### src/rtl/phyreg_pkg.sv
package phyreg_pkg;

  typedef enum logic [2:0] {
    ST_IDLE   = 3'd0,
    ST_SETTLE = 3'd1,
    ST_SETUP  = 3'd2,
    ST_ACK    = 3'd3,
    ST_UNACK  = 3'd4
  } xfer_state_t;

  // Completion status; values are visible at the top-level port
  typedef enum logic [2:0] {
    ERR_NONE     = 3'd0,
    ERR_RD_ACK   = 3'd1,
    ERR_RD_UNACK = 3'd2,
    ERR_WR_ACK   = 3'd3,
    ERR_WR_UNACK = 3'd4
  } xfer_err_t;

endpackage

### src/rtl/pr_pace_timer.sv
// Loadable down-counter shared by the settle wait and the poll spacing.
module pr_pace_timer #(
  parameter int W = 8
) (
  input  logic         clk,
  input  logic         rst_n,
  input  logic         load_i,
  input  logic [W-1:0] load_val_i,
  output logic         zero_o
);

  logic [W-1:0] cnt_q, cnt_d;
  logic         cnt_en;

  always_comb begin
    cnt_en = load_i || (cnt_q != '0);
    cnt_d  = load_i ? load_val_i : (cnt_q - 1'b1);
  end

  always_ff @(posedge clk or negedge rst_n) begin
    if (!rst_n)      cnt_q <= '0;
    else if (cnt_en) cnt_q <= cnt_d;
  end

  assign zero_o = (cnt_q == '0);

endmodule

### src/rtl/pr_phy_fanout.sv
// Routes the single active transfer to one PHY port and picks its responses.
module pr_phy_fanout #(
  parameter int NUM_PHY = 2,
  parameter int IDX_W   = 1,
  parameter int ADDR_W  = 16,
  parameter int DATA_W  = 32
) (
  input  logic [IDX_W-1:0]          idx_i,
  input  logic                      drive_i,
  input  logic [ADDR_W-1:0]         addr_i,
  input  logic [DATA_W-1:0]         wdata_i,
  input  logic                      rd_i,
  input  logic                      wr_i,
  input  logic [NUM_PHY-1:0]        phy_ack_i,
  input  logic [NUM_PHY*DATA_W-1:0] phy_rdata_i,
  output logic [NUM_PHY*ADDR_W-1:0] phy_addr_o,
  output logic [NUM_PHY*DATA_W-1:0] phy_wdata_o,
  output logic [NUM_PHY-1:0]        phy_rd_en_o,
  output logic [NUM_PHY-1:0]        phy_wr_en_o,
  output logic                      ack_o,
  output logic [DATA_W-1:0]         rdata_o
);

  for (genvar g = 0; g < NUM_PHY; g++) begin : g_port
    logic hit;
    assign hit = drive_i && (idx_i == IDX_W'(g));
    assign phy_addr_o[g*ADDR_W +: ADDR_W]  = hit ? addr_i  : '0;
    assign phy_wdata_o[g*DATA_W +: DATA_W] = hit ? wdata_i : '0;
    assign phy_rd_en_o[g] = hit && rd_i;
    assign phy_wr_en_o[g] = hit && wr_i;
  end

  always_comb begin
    ack_o   = 1'b0;
    rdata_o = '0;
    for (int i = 0; i < NUM_PHY; i++) begin
      if (idx_i == IDX_W'(i)) begin
        ack_o   = phy_ack_i[i];
        rdata_o = phy_rdata_i[i*DATA_W +: DATA_W];
      end
    end
  end

endmodule

### src/rtl/pr_ctrl.sv
// Transfer sequencer: settle, setup, acknowledge wait, release wait.
module pr_ctrl
  import phyreg_pkg::*;
#(
  parameter int NUM_PHY    = 2,
  parameter int IDX_W      = 1,
  parameter int ADDR_W     = 16,
  parameter int DATA_W     = 32,
  parameter int MAX_POLLS  = 10,
  parameter int POLL_CYC   = 1250,
  parameter int SETTLE_CYC = 125,
  parameter int TMR_W      = 11
) (
  input  logic               clk,
  input  logic               rst_n,
  input  logic               req_valid_i,
  output logic               req_ready_o,
  input  logic [IDX_W-1:0]   req_phy_i,
  input  logic               req_write_i,
  input  logic [ADDR_W-1:0]  req_addr_i,
  input  logic [DATA_W-1:0]  req_wdata_i,
  output logic               busy_o,
  output logic               done_o,
  output logic [2:0]         err_code_o,
  output logic [DATA_W-1:0]  rdata_o,
  output logic [NUM_PHY-1:0] sel_o,
  output logic [IDX_W-1:0]   cur_phy_o,
  output logic [ADDR_W-1:0]  cur_addr_o,
  output logic [DATA_W-1:0]  cur_wdata_o,
  output logic               drive_o,
  output logic               rd_o,
  output logic               wr_o,
  input  logic               ack_i,
  input  logic [DATA_W-1:0]  rdata_i,
  output logic               tmr_load_o,
  output logic [TMR_W-1:0]   tmr_val_o,
  input  logic               tmr_zero_i
);

  localparam int CNT_W = $clog2(MAX_POLLS + 1);

  xfer_state_t        state_q, state_d;
  xfer_err_t          err_q, err_d;
  logic [IDX_W-1:0]   phy_q;
  logic [ADDR_W-1:0]  addr_q;
  logic [DATA_W-1:0]  wdata_q, rdata_q;
  logic               write_q, done_q;
  logic [NUM_PHY-1:0] sel_q, sel_d;
  logic [CNT_W-1:0]   poll_q, poll_d;
  logic               lat_en, cap_en, fin_en, last_poll;

  assign last_poll = (poll_q == CNT_W'(MAX_POLLS - 1));

  always_comb begin
    state_d    = state_q;
    poll_d     = poll_q;
    sel_d      = sel_q;
    err_d      = ERR_NONE;
    lat_en     = 1'b0;
    cap_en     = 1'b0;
    fin_en     = 1'b0;
    tmr_load_o = 1'b0;
    tmr_val_o  = '0;
    unique case (state_q)
      ST_IDLE: begin
        if (req_valid_i) begin
          lat_en = 1'b1;
          if (sel_q[req_phy_i]) begin
            state_d = ST_SETUP;
          end else begin
            sel_d[req_phy_i] = 1'b1;
            state_d          = ST_SETTLE;
            tmr_load_o       = 1'b1;
            tmr_val_o        = TMR_W'(SETTLE_CYC - 1);
          end
        end
      end
      ST_SETTLE: if (tmr_zero_i) state_d = ST_SETUP;
      ST_SETUP: begin
        state_d    = ST_ACK;
        poll_d     = '0;
        tmr_load_o = 1'b1;
      end
      ST_ACK: begin
        if (tmr_zero_i) begin
          if (ack_i) begin
            state_d    = ST_UNACK;
            poll_d     = '0;
            tmr_load_o = 1'b1;
            cap_en     = !write_q;
          end else if (last_poll) begin
            state_d = ST_IDLE;
            fin_en  = 1'b1;
            err_d   = write_q ? ERR_WR_ACK : ERR_RD_ACK;
          end else begin
            poll_d     = poll_q + 1'b1;
            tmr_load_o = 1'b1;
            tmr_val_o  = TMR_W'(POLL_CYC - 1);
          end
        end
      end
      ST_UNACK: begin
        if (tmr_zero_i) begin
          if (!ack_i) begin
            state_d = ST_IDLE;
            fin_en  = 1'b1;
          end else if (last_poll) begin
            state_d = ST_IDLE;
            fin_en  = 1'b1;
            err_d   = write_q ? ERR_WR_UNACK : ERR_RD_UNACK;
          end else begin
            poll_d     = poll_q + 1'b1;
            tmr_load_o = 1'b1;
            tmr_val_o  = TMR_W'(POLL_CYC - 1);
          end
        end
      end
      default: state_d = ST_IDLE;
    endcase
  end

  always_ff @(posedge clk or negedge rst_n) begin
    if (!rst_n) begin
      state_q <= ST_IDLE;
      poll_q  <= '0;
      sel_q   <= '0;
      done_q  <= 1'b0;
      err_q   <= ERR_NONE;
      phy_q   <= '0;
      addr_q  <= '0;
      wdata_q <= '0;
      write_q <= 1'b0;
      rdata_q <= '0;
    end else begin
      state_q <= state_d;
      poll_q  <= poll_d;
      sel_q   <= sel_d;
      done_q  <= fin_en;
      if (fin_en) err_q <= err_d;
      if (lat_en) begin
        phy_q   <= req_phy_i;
        addr_q  <= req_addr_i;
        wdata_q <= req_wdata_i;
        write_q <= req_write_i;
      end
      if (cap_en) rdata_q <= rdata_i;
    end
  end

  assign req_ready_o = (state_q == ST_IDLE);
  assign busy_o      = !req_ready_o;
  assign done_o      = done_q;
  assign err_code_o  = err_q;
  assign rdata_o     = rdata_q;
  assign sel_o       = sel_q;
  assign cur_phy_o   = phy_q;
  assign cur_addr_o  = addr_q;
  assign cur_wdata_o = wdata_q;
  assign drive_o     = (state_q != ST_IDLE);
  assign rd_o        = (state_q == ST_ACK) && !write_q;
  assign wr_o        = (state_q == ST_ACK) && write_q;

endmodule

### src/rtl/phy_regport_master.sv
module phy_regport_master #(
  parameter int NUM_PHY   = 2,
  parameter int ADDR_W    = 16,
  parameter int DATA_W    = 32,
  parameter int CLK_HZ    = 125_000_000,
  parameter int POLL_US   = 10,
  parameter int SETTLE_US = 1,
  parameter int MAX_POLLS = 10,
  localparam int IDX_W    = (NUM_PHY > 1) ? $clog2(NUM_PHY) : 1
) (
  input  logic                      clk,
  input  logic                      rst_n,
  input  logic                      req_valid_i,
  output logic                      req_ready_o,
  input  logic [IDX_W-1:0]          req_phy_i,
  input  logic                      req_write_i,
  input  logic [ADDR_W-1:0]         req_addr_i,
  input  logic [DATA_W-1:0]         req_wdata_i,
  output logic                      busy_o,
  output logic                      done_o,
  output logic [2:0]                err_code_o,
  output logic [DATA_W-1:0]         rdata_o,
  output logic [NUM_PHY-1:0]        phy_sel_o,
  output logic [NUM_PHY*ADDR_W-1:0] phy_addr_o,
  output logic [NUM_PHY*DATA_W-1:0] phy_wdata_o,
  output logic [NUM_PHY-1:0]        phy_rd_en_o,
  output logic [NUM_PHY-1:0]        phy_wr_en_o,
  input  logic [NUM_PHY-1:0]        phy_ack_i,
  input  logic [NUM_PHY*DATA_W-1:0] phy_rdata_i
);

  localparam int CYC_PER_US = (CLK_HZ / 1_000_000 > 0) ? CLK_HZ / 1_000_000 : 1;
  localparam int POLL_CYC   = (CYC_PER_US * POLL_US > 0) ? CYC_PER_US * POLL_US : 1;
  localparam int SETTLE_CYC = (CYC_PER_US * SETTLE_US > 0) ? CYC_PER_US * SETTLE_US : 1;
  localparam int TMR_MAX    = (POLL_CYC > SETTLE_CYC) ? POLL_CYC : SETTLE_CYC;
  localparam int TMR_W      = $clog2(TMR_MAX + 1);

  logic [IDX_W-1:0]  cur_phy;
  logic [ADDR_W-1:0] cur_addr;
  logic [DATA_W-1:0] cur_wdata, sel_rdata;
  logic              drive, rd, wr, sel_ack;
  logic              tmr_load, tmr_zero;
  logic [TMR_W-1:0]  tmr_val;

  pr_ctrl #(
    .NUM_PHY(NUM_PHY), .IDX_W(IDX_W), .ADDR_W(ADDR_W), .DATA_W(DATA_W),
    .MAX_POLLS(MAX_POLLS), .POLL_CYC(POLL_CYC), .SETTLE_CYC(SETTLE_CYC),
    .TMR_W(TMR_W)
  ) u_ctrl (
    .clk(clk), .rst_n(rst_n),
    .req_valid_i(req_valid_i), .req_ready_o(req_ready_o),
    .req_phy_i(req_phy_i), .req_write_i(req_write_i),
    .req_addr_i(req_addr_i), .req_wdata_i(req_wdata_i),
    .busy_o(busy_o), .done_o(done_o), .err_code_o(err_code_o),
    .rdata_o(rdata_o), .sel_o(phy_sel_o),
    .cur_phy_o(cur_phy), .cur_addr_o(cur_addr), .cur_wdata_o(cur_wdata),
    .drive_o(drive), .rd_o(rd), .wr_o(wr),
    .ack_i(sel_ack), .rdata_i(sel_rdata),
    .tmr_load_o(tmr_load), .tmr_val_o(tmr_val), .tmr_zero_i(tmr_zero)
  );

  pr_pace_timer #(.W(TMR_W)) u_timer (
    .clk(clk), .rst_n(rst_n),
    .load_i(tmr_load), .load_val_i(tmr_val), .zero_o(tmr_zero)
  );

  pr_phy_fanout #(
    .NUM_PHY(NUM_PHY), .IDX_W(IDX_W), .ADDR_W(ADDR_W), .DATA_W(DATA_W)
  ) u_fanout (
    .idx_i(cur_phy), .drive_i(drive), .addr_i(cur_addr), .wdata_i(cur_wdata),
    .rd_i(rd), .wr_i(wr),
    .phy_ack_i(phy_ack_i), .phy_rdata_i(phy_rdata_i),
    .phy_addr_o(phy_addr_o), .phy_wdata_o(phy_wdata_o),
    .phy_rd_en_o(phy_rd_en_o), .phy_wr_en_o(phy_wr_en_o),
    .ack_o(sel_ack), .rdata_o(sel_rdata)
  );

endmodule

### config.mk
export PLATFORM = sky130hd
export DESIGN_NAME = phy_regport_master
export DESIGN_NICKNAME = d
export VERILOG_FILES = /design/src/rtl/phyreg_pkg.sv /design/src/rtl/pr_pace_timer.sv /design/src/rtl/pr_phy_fanout.sv /design/src/rtl/pr_ctrl.sv /design/src/rtl/phy_regport_master.sv
export SDC_FILE = /design/constraint.sdc
export NUM_CORES = 1
export LEC_CHECK = 0
export BUFFER_PORTS_ARGS = -buffer_cell sky130_fd_sc_hd__buf_2
export CELL_PAD_IN_SITES_DETAIL_PLACEMENT = 1
export CELL_PAD_IN_SITES_GLOBAL_PLACEMENT = 1
export CORE_UTILIZATION = 37
export CTS_CLUSTER_SIZE = 20
export DETAILED_ROUTE_END_ITERATION = 6
export HOLD_SLACK_MARGIN = 0.1
export PLACE_DENSITY = 0.91
export SLEW_MARGIN = 0
export SYNTH_ARGS = -nofsm -noshare
export SYNTH_HDL_FRONTEND = slang
export SYNTH_SLANG_ARGS = --single-unit
### constraint.sdc
create_clock -name clk -period 4.3 [get_ports clk]
set_input_delay 0.645 -clock clk [delete_from_list [all_inputs] [get_ports clk]]
set_output_delay 0.645 -clock clk [all_outputs]
set_load 0.01 [all_outputs]
==> results of run 1 <==
==> metrics by stage <==
step	instance area, um2	instances	setup slack [ps]
global placement	7044	978	1307
finish	7338	994	1148
floorplan	5664	575	1994
global route	7338	994	1002
CTS	7338	994	1173
detailed placement	7044	978	1222
==> layer usage <==
layer	global-route usage [%]	part of all wire, %	vias up
met3	4.078	5.6	29
met5	0	0	-
li1	-	-	2392
met2	40.69	51	187
met4	8.250	2.3	0
met1	26.76	41	2435
==> registers in the layout (all words and copies together) (netlist names) <==
signal              cells
u_ctrl.rdata_o         32
u_ctrl.err_code_o       3
u_ctrl.cur_wdata_o     32
u_timer.cnt_q          11
u_ctrl.poll_q           4
u_ctrl.state_q          3
u_ctrl.sel_o            2
u_ctrl.write_q          1
u_ctrl.done_o           1
u_ctrl.cur_phy_o        1
u_ctrl.cur_addr_o      16
==> worst reg2reg max path: cells and delay by family, from the launching register on <==
family,cells,cell delay (ps)
simple gates,3,1840
mux,1,500
flops,1,410
fa+ha+maj,1,190
buf+inv,1,100
==> area by class of cell <==
type / instances / area [um2] / share of cell area, %
Clock buffer: 9 / 225.2 / 3.069
Tap cell: 184 / 230.2 / 3.137
Multi-Input combinational cell: 419 / 2803 / 38.19
Sequential cell: 106 / 2654 / 36.16
Inverter: 5 / 18.77 / 0.2558
Clock inverter: 7 / 68.82 / 0.9378
Timing Repair Buffer: 264 / 1339 / 18.24
==> Yosys cell counts (all sizes together), types with 4 or more instances <==
cell type | instances | area share [%]
xnor2 | 5 | 0.77
nand2 | 159 | 11
and3 | 51 | 5.6
and2 | 49 | 5.4
nor2 | 6 | 0.40
clkbuf | 35 | 2.3
nand2b | 4 | 0.44
nor3b | 4 | 0.62
inv | 5 | 0.33
a21oi | 7 | 0.62
mux2 | 68 | 16
o21ai | 11 | 0.97
buf | 10 | 1.3
dfrtp | 106 | 47
==> cell families after synthesis <==
group           synth area share, %
compound gates                4.992
xor+xnor                      1.082
fa+ha+maj                    0.6628
buf+inv                       3.910
flops                         46.83
mux                           16.04
simple gates                  26.49
==> power by group <==
part           total [W]  internal (W)  switching [W]
combinational    0.00197      0.000951        0.00102
clock           0.000823      0.000451       0.000373
sequential       0.00171       0.00136       0.000348
==> path summary, 6_finish.rpt <==
kind                                      startpoint  cells after the start                     to  slack (ps)
worst min-delay path                           rst_n                      1          u_ctrl.done_o         470
min in group clk                      req_wdata_i[9]                      3  u_ctrl.cur_wdata_o[9]         480
max in group asynchronous                      rst_n                      2     u_ctrl.rdata_o[14]        2860
worst max-delay path                u_timer.cnt_q[0]                      6     u_ctrl.rdata_o[23]        1150
worst min register to register  u_ctrl.err_code_o[2]                      1   u_ctrl.err_code_o[2]         480
worst max register to register      u_timer.cnt_q[0]                      6     u_ctrl.rdata_o[23]        1150
==> impl_metrics.tcl, run 1 <==
set metrics [dict create \
    status "complete, no violations" \
    async_flop_share_pct 100.0 \
    fp.dieH_um 125.7 \
    grt_pass1_wl_um 27970 \
    cp_slowest_cell "or3_2" \
    setup-tns-final_ps 0 \
    cp_top_family "simple AND/OR/NAND/NOR gates" \
    grt_pass1_vias 5261 \
    track_usage_pct 22.57 \
    worstPathBufferInverterCount 1 \
    endpoint_kind "flip-flop" \
    max_stage_delay_ps 1030 \
    finalPower_w 0.004509 \
    ant_nets 0 \
    vias_per_cell 5.073 \
    vias 5043 \
    worstSetupPathType "flip-flop to flip-flop" \
    setup_viol 0 \
    mostFrequentLayoutCell "buf_2" \
    worst_pin_slew_ps 1045 \
    netlist_instances 575 \
    post-cts-setup-buffer-count 0 \
    clk_pin_slew_ps 70 \
    timing.final.crit_share_pct 73.30 \
    area_growth_pct 29.56 \
    boundaryPins 259 \
    wl_um 17470 \
    final_cell_mix "buf_2 (257), nand2_1 (159), dfrtp_1 (105)" \
    dr.pass1.iters 4 \
    hold_class "input pin to async pin" \
    clock_sinks 106 \
    diodes 0 \
    drive_gt1_share_pct 43.58 \
    syn-cell-area_mm2 0.005664 \
    dieWidth_um 125.7 \
    numCtsBuffers 9 \
    synth_seq_cells 106 \
    synth_edf_count 0 \
    clk_root_buffer_cell "clkbuf_16" \
    htreeDepth 3 \
    drtIter0Drc 230 \
    cts_tree "built" \
    cp.required_ps 4530 \
    hold_violations 0 \
    gp_congestion 0.7894 \
    seq_area_frac_synth_pct 46.83 \
    synth_flop_cell "dfrtp_1" \
    max_slew_margin_pct 30.32 \
    path_max_fanout 32 \
    cellPowerDensity_mw_per_mm2 614.5 \
    ys_warn_count 0 \
    final_util_pct 49.74 \
    fill_cells 1777 \
    drv_cap 0 \
    initial_core_util_pct 38.39 \
    worstPathCellList "inv_1 -> ha_1 -> nor3b_2 -> nand4b_1 -> or3_2 -> mux2_1" \
    rsz0062_at_grt "no" \
    timing.hold.ws_ps 465.9 \
    ir_worst_vdd_mv 0.2540 \
    final_nets 927 \
    arrival_ps 3380 \
    period_needed_ps 3152 \
    grt_overflow 0 \
    ys_types 55 \
    cts_resized 0 \
    skew_ps 6.468 \
    antenna_found_initial 0 \
    insertion_delay_ps 350 \
    synth_area_per_cell_um2 9.851 \
    synth_nets 697 \
    num_rows 44 \
    drc 0 \
    io_buffers 258 \
    cts_hold_buf 0 \
    ctsLongestPathBuffers 2 \
    dp_hpwl_um 12780 \
    wl_per_cell_um 17.58 \
    die-area_mm2 0.01581 \
    power.leakage_nw 4.250 \
    grt_start_max_net_pins 80 \
    core_area_mm2 0.01475 \
    slew_violations 0 \
    start_kind "flip-flop" \
    fmax_ghz 0.3173 \
]
No activity file was read; power rests on OpenSTA's default activity.
==> inputs of run 2 (changes only) <==
Settings changed: ABC_AREA set to 1, CORE_UTILIZATION 37 to 34, PLACE_DENSITY 0.91 to 0.87.
Clock period 4.3 ns to 3.16 ns, I/O delays scaled along.
==> run 2 against run 1 <==
  * Cell count grew 14%
  * Combinational power increased by 87%
  * Total power is 53% higher
  * Clock power grew 35%
  * Sequential power rose by 21%
  * Synthesized cell count up 17%
  * Global-route usage fell by 2.1 points
  * Setup slack lost 680 ps
  * Non-clock buffer count unchanged
  * Critical endpoint is now phy_addr_o[7]
==> impl_metrics.tcl, run 2 <==
set metrics [dict create \
    mostFrequentLayoutCell "buf_2" \
    ant_nets 0 \
    grt_pass1_vias 5599 \
    ctsLongestPathBuffers 2 \
    path_max_fanout 50 \
    synth_xor_area_share_pct 1.385 \
    seq_area_frac_synth_pct 46.59 \
    initial_core_util_pct 35.33 \
    synth_edf_count 0 \
    drive_gt1_share_pct 40.28 \
    synth_seq_cells 106 \
    wl_um 17130 \
    synthMuxAreaShare_pct 5.626 \
    fmax_ghz 0.3717 \
    worst_pin_slew_ps 1001 \
    wl_per_cell_um 15.07 \
    synth_flop_cell "dfrtp_1" \
    postPlaceCellArea_mm2 0.007134 \
    cts_tree "built" \
    endpoint_kind "output pin" \
    track_usage_pct 20.51 \
    dp_cells 1122 \
    setup-tns-final_ps 0 \
    synth-simple-area-share_pct 23.82 \
    vias_per_cell 4.641 \
    htreeDepth 3 \
    dr.pass1.iters 4 \
    skew_ps 11.01 \
    final_area_mm2 0.007420 \
    numCtsBuffers 9 \
    grt_overflow 0 \
    synth_nets 797 \
    area_growth_pct 30.33 \
    r2r_start "u_timer.cnt_q[0]" \
    start_kind "flip-flop" \
    fill_cells 2066 \
    timing.final.crit_share_pct 85.13 \
    power.leakage_nw 4.099 \
    grt_pass1_wl_um 28330 \
    clk_pin_slew_ps 70 \
    drc 0 \
    insertion_delay_ps 350 \
    cts_resized 0 \
    io_buffers 258 \
    cellPowerDensity_mw_per_mm2 927.0 \
    synth_compound_area_share_pct 12.55 \
    synth_top_area_cell "dfrtp_1" \
    worstSetupPathType "flip-flop to output pin" \
    slew_violations 0 \
    synth_top_cells_by_count "nor2_1 (120), nand2_1 (110), dfrtp_1 (106)" \
    drtIter0Drc 205 \
    die-area_mm2 0.01727 \
    status "complete, no violations" \
    timing.hold.ws_ps 144.1 \
    post-cts-setup-buffer-count 0 \
    clock_sinks 106 \
    period_needed_ps 2690 \
    final_nets 1039 \
    rsz0062_at_grt "no" \
    synth_area_per_cell_um2 8.434 \
    timing.rr.end "u_ctrl.rdata_o[22]" \
    syn-cell-area_mm2 0.005693 \
    setup_viol 0 \
    dp_hpwl_um 13000 \
    synth_top_family_by_area "simple AND/OR/NAND/NOR gates" \
    synthAdderAreaFrac_pct 0.6593 \
    arrival_ps 2220 \
    antenna_found_initial 0 \
    fp.dieH_um 131.4 \
    vias 5277 \
    finalPower_w 0.006878 \
    async_flop_share_pct 100.0 \
    gp_congestion 0.8319 \
    ys_warn_count 0 \
    netlist_instances 675 \
    netlist.area_leader.share_pct 46.59 \
    max_slew_margin_pct 33.01 \
    final_cell_mix "buf_2 (257), nor2_1 (120), nand2_1 (108)" \
    synth.most_common_cell "nor2_1" \
    reg2regPathDepth 10 \
    drv_cap 0 \
    stdcell_count 1137 \
    netlist_top_cells_area "dfrtp_1 (47%), nor2_1 (7.9%), nand2_1 (7.3%), mux2i_1 (5.6%), o21ai_0 (5.6%)" \
    ys_types 36 \
    hold_class "input pin to async pin" \
    dieWidth_um 131.4 \
    cp.required_ps 2690 \
    hold_violations 0 \
    diodes 0 \
    ir_worst_vdd_mv 0.4621 \
    grt_start_max_net_pins 99 \
    clk_root_buffer_cell "clkbuf_16" \
    reg2reg_slack_ps 680 \
    core_area_mm2 0.01612 \
    boundaryPins 259 \
    num_rows 46 \
    critPathLaunch "u_ctrl.state_q[1]" \
    cts_hold_buf 0 \
]
[run 2: cell count changes after synthesis, moves of 12 or more]
cell and change:
nor2_1 +114, inv_1 +68, o21ai_0 +59, and3_1 -51, and2_1 -49, nand2_1 -49, mux2_2 -34, o21ai_2 +32
clkbuf_1 -30, mux2_4 -30, mux2i_1 +29, nand2_2 +25, buf_2 +16, nand3_1 +12
[run 2: stage by stage]
stage / util [%] / setup WS (ps)
final: 46.04 / 469.8
after global routing: 46.04 / 267.8
after CTS: 46.04 / 438.4
after detailed placement: 44.27 / 683.3
after global placement: 44.27 / 740.5
after floorplan: - / 1523
[run 2: cells by family after synthesis]
logic type,count (synthesis)
and+or+nand+nor,295
muxes,32
DFF,106
adders and majority gates,3
AOI/OAI and AO/OA,113
buffers and inverters,117
xor gates and xnor gates,9
[run 2: worst max-delay path, stage by stage (launching register included)]
cell	delay [ps]
dfrtp_1	470
nor2_4	200
nand2_4	140
nand2_2	740
nor2_1	100
buf_2	190
[run 2: worst max-delay path by stage]
| stage | to | slack, ps | depth (start not counted) |
|---|---|---|---|
| 6_report | phy_addr_o[7] | 470 | 5 |
| 5_1_grt | phy_addr_o[0] | 270 | 5 |
| 4_1_cts | phy_addr_o[3] | 440 | 5 |
| 3_5_place_dp | u_ctrl.rdata_o[22] | 680 | 10 |
| 3_3_place_gp | u_ctrl.rdata_o[23] | 740 | 10 |
| 2_1_floorplan | u_ctrl.rdata_o[0] | 1520 | 10 |
[run 2: metal layers]
layer  track usage, %  vias to the layer above  share of wire [%]
met4            6.072                        0                1.3
li1                 -                     2579                  -
met1            25.00                     2517                 43
met2            36.57                      166                 51
met5                0                        -                  0
met3            3.704                       15                4.5
[run 2: final cells by class]
cell class | instances | area [um2] | share of cell area [%]
inverters | 84 | 321.6 | 4.334
well taps | 216 | 270.3 | 3.642
clock inverters | 5 | 56.30 | 0.7589
clock buffers | 10 | 229.0 | 3.086
flip-flops and latches | 106 | 2654 | 35.77
multi-input cells | 452 | 2512 | 33.86
repair buffers | 264 | 1376 | 18.55
[run 2: power breakdown]
part	leakage, nW	internal (W)	switching, W
clock	0.138	0.000610	0.000505
combinational	2.60	0.00128	0.00241
sequential	1.36	0.00182	0.000248
total	4.10	0.00371	0.00316
